**src/rtl/pair_issue.sv**
```systemverilog
module pair_issue #(
  parameter int IW = 32,
  parameter int RW = 6
) (
  input  logic                  clk,
  input  logic                  rst_n,
  input  logic                  pkt_valid,
  input  logic [2*IW-1:0]       pkt,
  input  logic                  l_fp,
  input  logic                  l_load,
  input  logic                  l_wen,
  input  logic [RW-1:0]         l_dst,
  input  logic [RW-1:0]         l_s1,
  input  logic [RW-1:0]         l_s2,
  input  logic                  r_fp,
  input  logic                  r_wen,
  input  logic [RW-1:0]         r_dst,
  input  logic [RW-1:0]         r_s1,
  input  logic [RW-1:0]         r_s2,
  input  logic [(1<<RW)-1:0]    ld_pend,
  output logic                  iss_l,
  output logic                  iss_r,
  output logic [IW-1:0]         iss_l_word,
  output logic [IW-1:0]         iss_r_word,
  output logic                  fetch_stall
);
  localparam int NR = 1 << RW;

  logic          hold_v;
  logic [IW-1:0] h_word;
  logic [RW-1:0] h_s1, h_s2;
  logic          ld_v;
  logic [RW-1:0] ld_dst;

  function automatic logic busy(input logic [RW-1:0] s, input logic v,
                                input logic [RW-1:0] d, input logic [NR-1:0] p);
    return (v && s == d) || p[s];
  endfunction

  logic l_hz, r_hz, h_hz, pair_ok, r_dep, go_r_pkt;

  assign l_hz    = busy(l_s1, ld_v, ld_dst, ld_pend) | busy(l_s2, ld_v, ld_dst, ld_pend);
  assign r_hz    = busy(r_s1, ld_v, ld_dst, ld_pend) | busy(r_s2, ld_v, ld_dst, ld_pend);
  assign h_hz    = busy(h_s1, ld_v, ld_dst, ld_pend) | busy(h_s2, ld_v, ld_dst, ld_pend);
  assign pair_ok = !l_fp && r_fp;
  assign r_dep   = l_wen && (r_s1 == l_dst || r_s2 == l_dst || (r_wen && r_dst == l_dst));

  assign iss_l       = !hold_v && pkt_valid && !l_hz;
  assign go_r_pkt    = iss_l && pair_ok && !r_dep && !r_hz;
  assign iss_r       = hold_v ? !h_hz : go_r_pkt;
  assign fetch_stall = hold_v || (pkt_valid && !iss_l);
  assign iss_l_word  = pkt[2*IW-1:IW];
  assign iss_r_word  = hold_v ? h_word : pkt[IW-1:0];

  always_ff @(posedge clk) begin
    if (!rst_n) begin
      hold_v <= 1'b0;
      h_word <= '0;
      h_s1   <= '0;
      h_s2   <= '0;
      ld_v   <= 1'b0;
      ld_dst <= '0;
    end else begin
      ld_v   <= iss_l && l_load && l_wen;
      ld_dst <= l_dst;
      if (hold_v) begin
        if (!h_hz) hold_v <= 1'b0;
      end else if (iss_l && !go_r_pkt) begin
        hold_v <= 1'b1;
        h_word <= pkt[IW-1:0];
        h_s1   <= r_s1;
        h_s2   <= r_s2;
      end
    end
  end
endmodule


```
**config.mk**
```make
export PLATFORM = sky130hd
export DESIGN_NAME = pair_issue
export DESIGN_NICKNAME = d
export VERILOG_FILES = /design/src/rtl/pair_issue.sv
export SDC_FILE = /design/constraint.sdc
export NUM_CORES = 1
export LEC_CHECK = 0
export CAP_MARGIN = 20
export CORE_MARGIN = 10
export CORE_UTILIZATION = 47
export CTS_CLUSTER_DIAMETER = 80
export DETAILED_ROUTE_END_ITERATION = 12
export PLACE_DENSITY_LB_ADDON = 0.15
export SYNTH_ARGS = -nofsm -noshare
export SYNTH_HDL_FRONTEND = slang
export SYNTH_SLANG_ARGS = --single-unit
```
**constraint.sdc**
```tcl
create_clock -name clk -period 3.1 [get_ports clk]
set_input_delay 0.31 -clock clk [delete_from_list [all_inputs] [get_ports clk]]
set_output_delay 0.31 -clock clk [all_outputs]
set_load 0.01 [all_outputs]
```
==> reports/qor.txt, run 1 <==
Status - finished clean
Share of layout cells above drive strength 1 - 31.7%
Die X - 140 µm
Synth Area in Adders - 0%
Number of port buffers - 174
Fin crit period - 3030 ps
CTS buffer count - 5
Placer congestion estimate - 1.02
Startpoint types - input pin
GRT overflow - 0
Post-route cell area - 0.00976 mm²
Vias per cell - 6.24
P_leak - 3.83 nW
Synth async-reset ratio - 0%
Max H-tree Level - 2
Final-stage net count - 1098
Layout area overhead - 43.4%
Synth Area in Simple Gates - 13.3%
Multiplexer share of the synthesized area - 48.2%
Required time of the worst setup path - 3320 ps
Post-Syn Nets - 852
Max-slew headroom - 62.7%
Syn_area_per_cell - 10.0 µm²
Ant diodes - 0
Fin Clk Skew - 2.37 ps
EDFF count, synth - 0
# rows - 43
Root buf cell - clkbuf_16
Largest net degree at the start of global routing - 46
Length in cells of the worst reg-to-reg path - 11
Top-area cell type share of the netlist area - 23.2%
First-pass GRT wire length - 41800 µm
CTS Buffer Depth - 2
Critical Path End Type - flip-flop
Mapped Area - 0.00681 mm²
Worst Max-Slew Pin Slew - 559 ps
Top post-synthesis cells by area - mux4_2, mux2i_1, dfxtp_1
Synth Area in Compound Gates - 6.27%
Number of clock sinks - 52
Worst hold-check path type - in -> reg
IO Count - 239
Initial antenna violation count - 0
Clk Latency, worst-skew pair - 290 ps
Largest family of logic cells by synthesized area - multiplexers
Full die area - 0.0197 mm²
Final setup TNS - 0 ps
DRC errors left - 0
CP Max Fanout - 11
Final max-slew violation count - 0
Placed cells - 1085
Post-Route WL - 27900 µm
Post-synthesis cell type count - 55
Sequential element share of the synthesized area - 15.3%
Syn. warnings - 0
Fmax - 330 MHz
CTS tree - done
Total GRT Usage - 26.5%
Crit path DAT - 3250 ps
Post-DP Area - 0.00937 mm²
Final hold vios - 0
Core Area - 0.0140 mm²
Initial DRT Pass Iterations - 5
XOR/XNOR share of the synthesized area - 6.95%
Post-route antenna net violation count - 0
Vias in the first global route - 7172
Hold_ws - 450 ps
Post-Layout Cell Count - 1107
Post-synth top area cell - mux4_2
Post-CTS Hold Buffers - 0
Seq cells post-synth - 52
Starting Density - 48.5%
VDD IR max - 296 µV
Synth Flop Type - dfxtp_1
Worst hold stages - 2
Initial DRC count - 667
PwrDens - 295 mW/mm²
Post-DP HPWL - 22000 µm
Reg clk slew, reported paths - 70 ps
DR vias - 6909
Critical setup path kind - in -> reg
Period utilization - 97.8%
Final setup vio count - 0
Cells after Synth - 680
Die Y-Extent - 140 µm
Max cap viols - 0
WL/cell - 25.2 µm
Final core utilization - 69.5%
==> flip-flops by register name (all words and copies together) (netlist names) <==
register / cells
h_s1: 6
h_s2: 6
h_word: 32
hold_v: 1
ld_dst: 6
ld_v: 1
==> repair_timing <==
item	4_1_cts	5_1_grt
gates cloned	1	2
endpoints found under the setup margin	3	47
gates resized for setup	16	28
pin swaps	2	3
setup buffers	4	7
==> critical path, stage by stage <==
cell	delay (ps)
clkdlybuf4s50_1	400
buf_4	170
buf_4	170
xor2_1	160
o41ai_1	370
buf_4	200
and4b_1	210
and4_1	190
buf_4	140
a211oi_4	320
buf_4	170
buf_6	190
mux2i_1	230
==> per-stage QoR <==
stage	worst slack (ps)	power, mW
floorplan	661	1.56
global placement	-397	2.15
detailed placement	-427	2.18
CTS	12.7	2.85
global route	-25.9	3.00
finish	69.6	2.88
==> cells by family after synthesis <==
group	Yosys count
compound gates	53
xor+xnor	54
buf+inv	110
flops	52
mux	224
simple gates	187
==> synth_stat cells (all sizes together), types with 9 or more instances <==
cell type	instances
a2111oi	10
buf	73
clkbuf	27
dfxtp	52
inv	10
mux2	38
mux2i	109
mux4	77
nand2	102
nand3	15
nand4	10
nor2	9
nor2b	15
xnor2	35
xor2	19
==> path summary, 6_finish.rpt <==
kind | start | to | slack, ps
worst max-delay path | r_s2[1] | h_s1[1]$_SDFFE_PN0P_ | 70
worst min-delay path | rst_n | hold_v$_SDFF_PN0_ | 450
worst max register to register | ld_dst[3]$_SDFF_PN0_ | h_s1[1]$_SDFFE_PN0P_ | 360
worst min register to register | h_word[22]$_SDFFE_PN0P_ | h_word[22]$_SDFFE_PN0P_ | 460
==> layout make-up <==
class                      count  area, µm²
clock inverter                 3       46.3
multi-input combinational    518       5130
sequential                    52       1040
inverter                      10       37.5
timing repair buffer         339       3150
tap                          180        225
fill                        1137       4280
clock buffer                   5        125
==> routing by layer <==
metal,up-vias,global-route usage (%),wire (µm)
met1,3385,32.3,10700
met5,-,0.524,0
li1,3026,-,-
met2,435,43.6,13400
met4,0,7.88,741
met3,63,8.42,2990
==> layout by cell type, fill, tap and decap left out, types with 19 or more instances in the layout <==
cell             count
dfxtp_1             52
xnor2_1             35
nand2_1            102
mux2_2              37
mux2i_1            107
clkdlybuf4s50_1    156
buf_4              149
xor2_1              19
mux4_2              70
==> power breakdown <==
part / total, mW / internal [mW] / switching (mW) / leakage [nW]
Clock: 0.651 / 0.384 / 0.266 / 0.0804
Sequential: 0.768 / 0.716 / 0.0524 / 0.424
Combinational: 1.46 / 0.825 / 0.637 / 3.33
No activity file was read; power rests on OpenSTA's default activity.
==> run 2: changes to the inputs <==
==> constraint.sdc (replaced) <==
create_clock -name clk -period 3.1 [get_ports clk]
set_input_delay 0.62 -clock clk [delete_from_list [all_inputs] [get_ports clk]]
set_output_delay 0.62 -clock clk [all_outputs]
set_load 0.01 [all_outputs]
==> reports/qor.txt, run 2 (synthesis gave the netlist of run 1 again) <==
# rows - 43
Number of port buffers - 174
Crit path DAT - 2650 ps
P_leak - 4.00 nW
Post-route antenna net violation count - 0
Total GRT Usage - 26.7%
RSZ-0062 raised after global routing - true
Most frequent cells in the layout - buf_4, mux2i_1, nand2_1
Required time of the worst setup path - 2480 ps
Gate power share - 54.3%
Clk Latency, worst-skew pair - 290 ps
Placer congestion estimate - 1.06
Most common cell after layout, fill and taps aside - buf_4
Placed cells - 1099
PwrDens - 287 mW/mm²
Max-slew headroom - 54.8%
Post-Layout Cell Count - 1136
Final core utilization - 71.3%
Ant diodes - 0
Post-Route WL - 27300 µm
Initial antenna violation count - 1
FILL cells - 1025
Fin crit period - 3270 ps
Int Power - 1.90 mW
Critical Path End Type - output port
Max cap viols - 0
GRT overflow - 0
Critical setup path kind - in -> out
Post-CTS Hold Buffers - 0
CTS tree - done
Fin Clk Skew - 3.49 ps
Worst hold-check path type - reg -> reg
Full die area - 0.0197 mm²
Post-route cell area - 0.0100 mm²
DP Worst Slack - -1100 ps
Die Y-Extent - 140 µm
Reg power frac - 26.4%
Top reg by flops - h_word
Reg clk slew, reported paths - 70 ps
Final setup vio count - 3
Final max-slew violation count - 0
First-pass GRT wire length - 42800 µm
Starting Density - 48.5%
NetSw - 0.974 mW
Root buf cell - clkbuf_16
Fmax - 306 MHz
Status - finished, violations left
IO Count - 239
DRC errors left - 0
CP Max Fanout - 3
Net Sw Frac - 33.8%
Final worst slack - -168 ps
Period utilization - 105%
Post-DP Area - 0.00957 mm²
Worst Max-Slew Pin Slew - 677 ps
R2r setup slk - 130 ps
CTS buffer count - 5
Number of flip-flops in the largest register - 32
Largest net degree at the start of global routing - 57
Startpoint types - input pin
WL/cell - 24.0 µm
Failing checks - negative setup slack
Initial DRC count - 763
Vias per cell - 6.27
Final hold vios - 0
Vias in the first global route - 7648
VDD IR max - 245 µV
Max H-tree Level - 2
Share of layout cells above drive strength 1 - 43.2%
Initial DRT Pass Iterations - 5
Core Area - 0.0140 mm²
Post-DP HPWL - 21100 µm
Number of clock sinks - 52
Final-stage net count - 1127
DR vias - 7124
Die X - 140 µm
Layout area overhead - 47.2%
CTS Buffer Depth - 2
Clk pwr share - 19.4%
run 2: cell count changes in the layout (fill, tap and decap cells not counted), sizes merged:
cell | before | now
clkdlybuf4s15 | 0 | 16
bufbuf | 1 | 2
dlygate4sd2 | 2 | 17
buf | 165 | 208
bufinv | 1 | 0
dlymetal6s2s | 12 | 0
clkbuf | 8 | 43
clkinv | 0 | 1
clkdlybuf4s50 | 156 | 87
run 2: repair_timing:
item / in CTS / in global routing
resized for setup: 209 / 107
endpoints found under the setup margin: 48 / 4
pin swaps: 25 / 11
cloned: 4 / 0
buffers inserted: 23 / 4
run 2: power groups by stage:
stage	Combinational (mW)	Clock (mW)	Sequential, mW
6_report	1.56	0.557	0.759
5_1_grt	1.65	0.594	0.764
4_1_cts	1.53	0.568	0.757
3_5_place_dp	1.45	0	0.772
3_3_place_gp	1.41	0	0.769
2_1_floorplan	0.808	0	0.747
run 2: area by class of cell:
| type | instances | area, µm² | area share [%] |
|---|---|---|---|
| inverter | 10 | 37.5 | 0.375 |
| timing repair buffer | 368 | 3330 | 33.3 |
| tap | 180 | 225 | 2.25 |
| clock inverter | 3 | 21.3 | 0.212 |
| multi-input combinational | 518 | 5230 | 52.2 |
| clock buffer | 5 | 125 | 1.25 |
| sequential | 52 | 1050 | 10.5 |
run 2: metal layers:
metal  vias to the layer above  part of all wire [%]  GRT usage (%)
met5                         -                 0.048          0.524
met4                         2                   4.1           9.02
met3                       127                    11           8.28
met2                       498                    48           44.8
met1                      3410                    37           31.6
li1                       3087                     -              -
run 2: through the flow:
stage                     setup TNS (ps)  power, mW  hold slack [ps]
after CTS                           -230       2.86              460
after floorplan                        0       1.56              431
after detailed placement          -24450       2.22              445
after global routing                -741       3.01              479
final                               -330       2.88              456
after global placement            -21720       2.18              439
run 2: worst max-delay path: stages:
cell and delay [ps]:
clkdlybuf4s50_1 510, xor2_1 200, o41ai_2 350, buf_4 190
and4b_1 210, and4_1 160, a32o_2 270, buf_6 130
run 2: final timing paths:
path | end | depth (start not counted) | from
worst max register to register | hold_v$_SDFF_PN0_ | 14 | h_s2[0]$_SDFFE_PN0P_
worst min register to register | h_word[14]$_SDFFE_PN0P_ | 2 | h_word[14]$_SDFFE_PN0P_
worst min-delay path | h_word[14]$_SDFFE_PN0P_ | 2 | h_word[14]$_SDFFE_PN0P_
worst max-delay path | iss_r | 8 | l_dst[3]
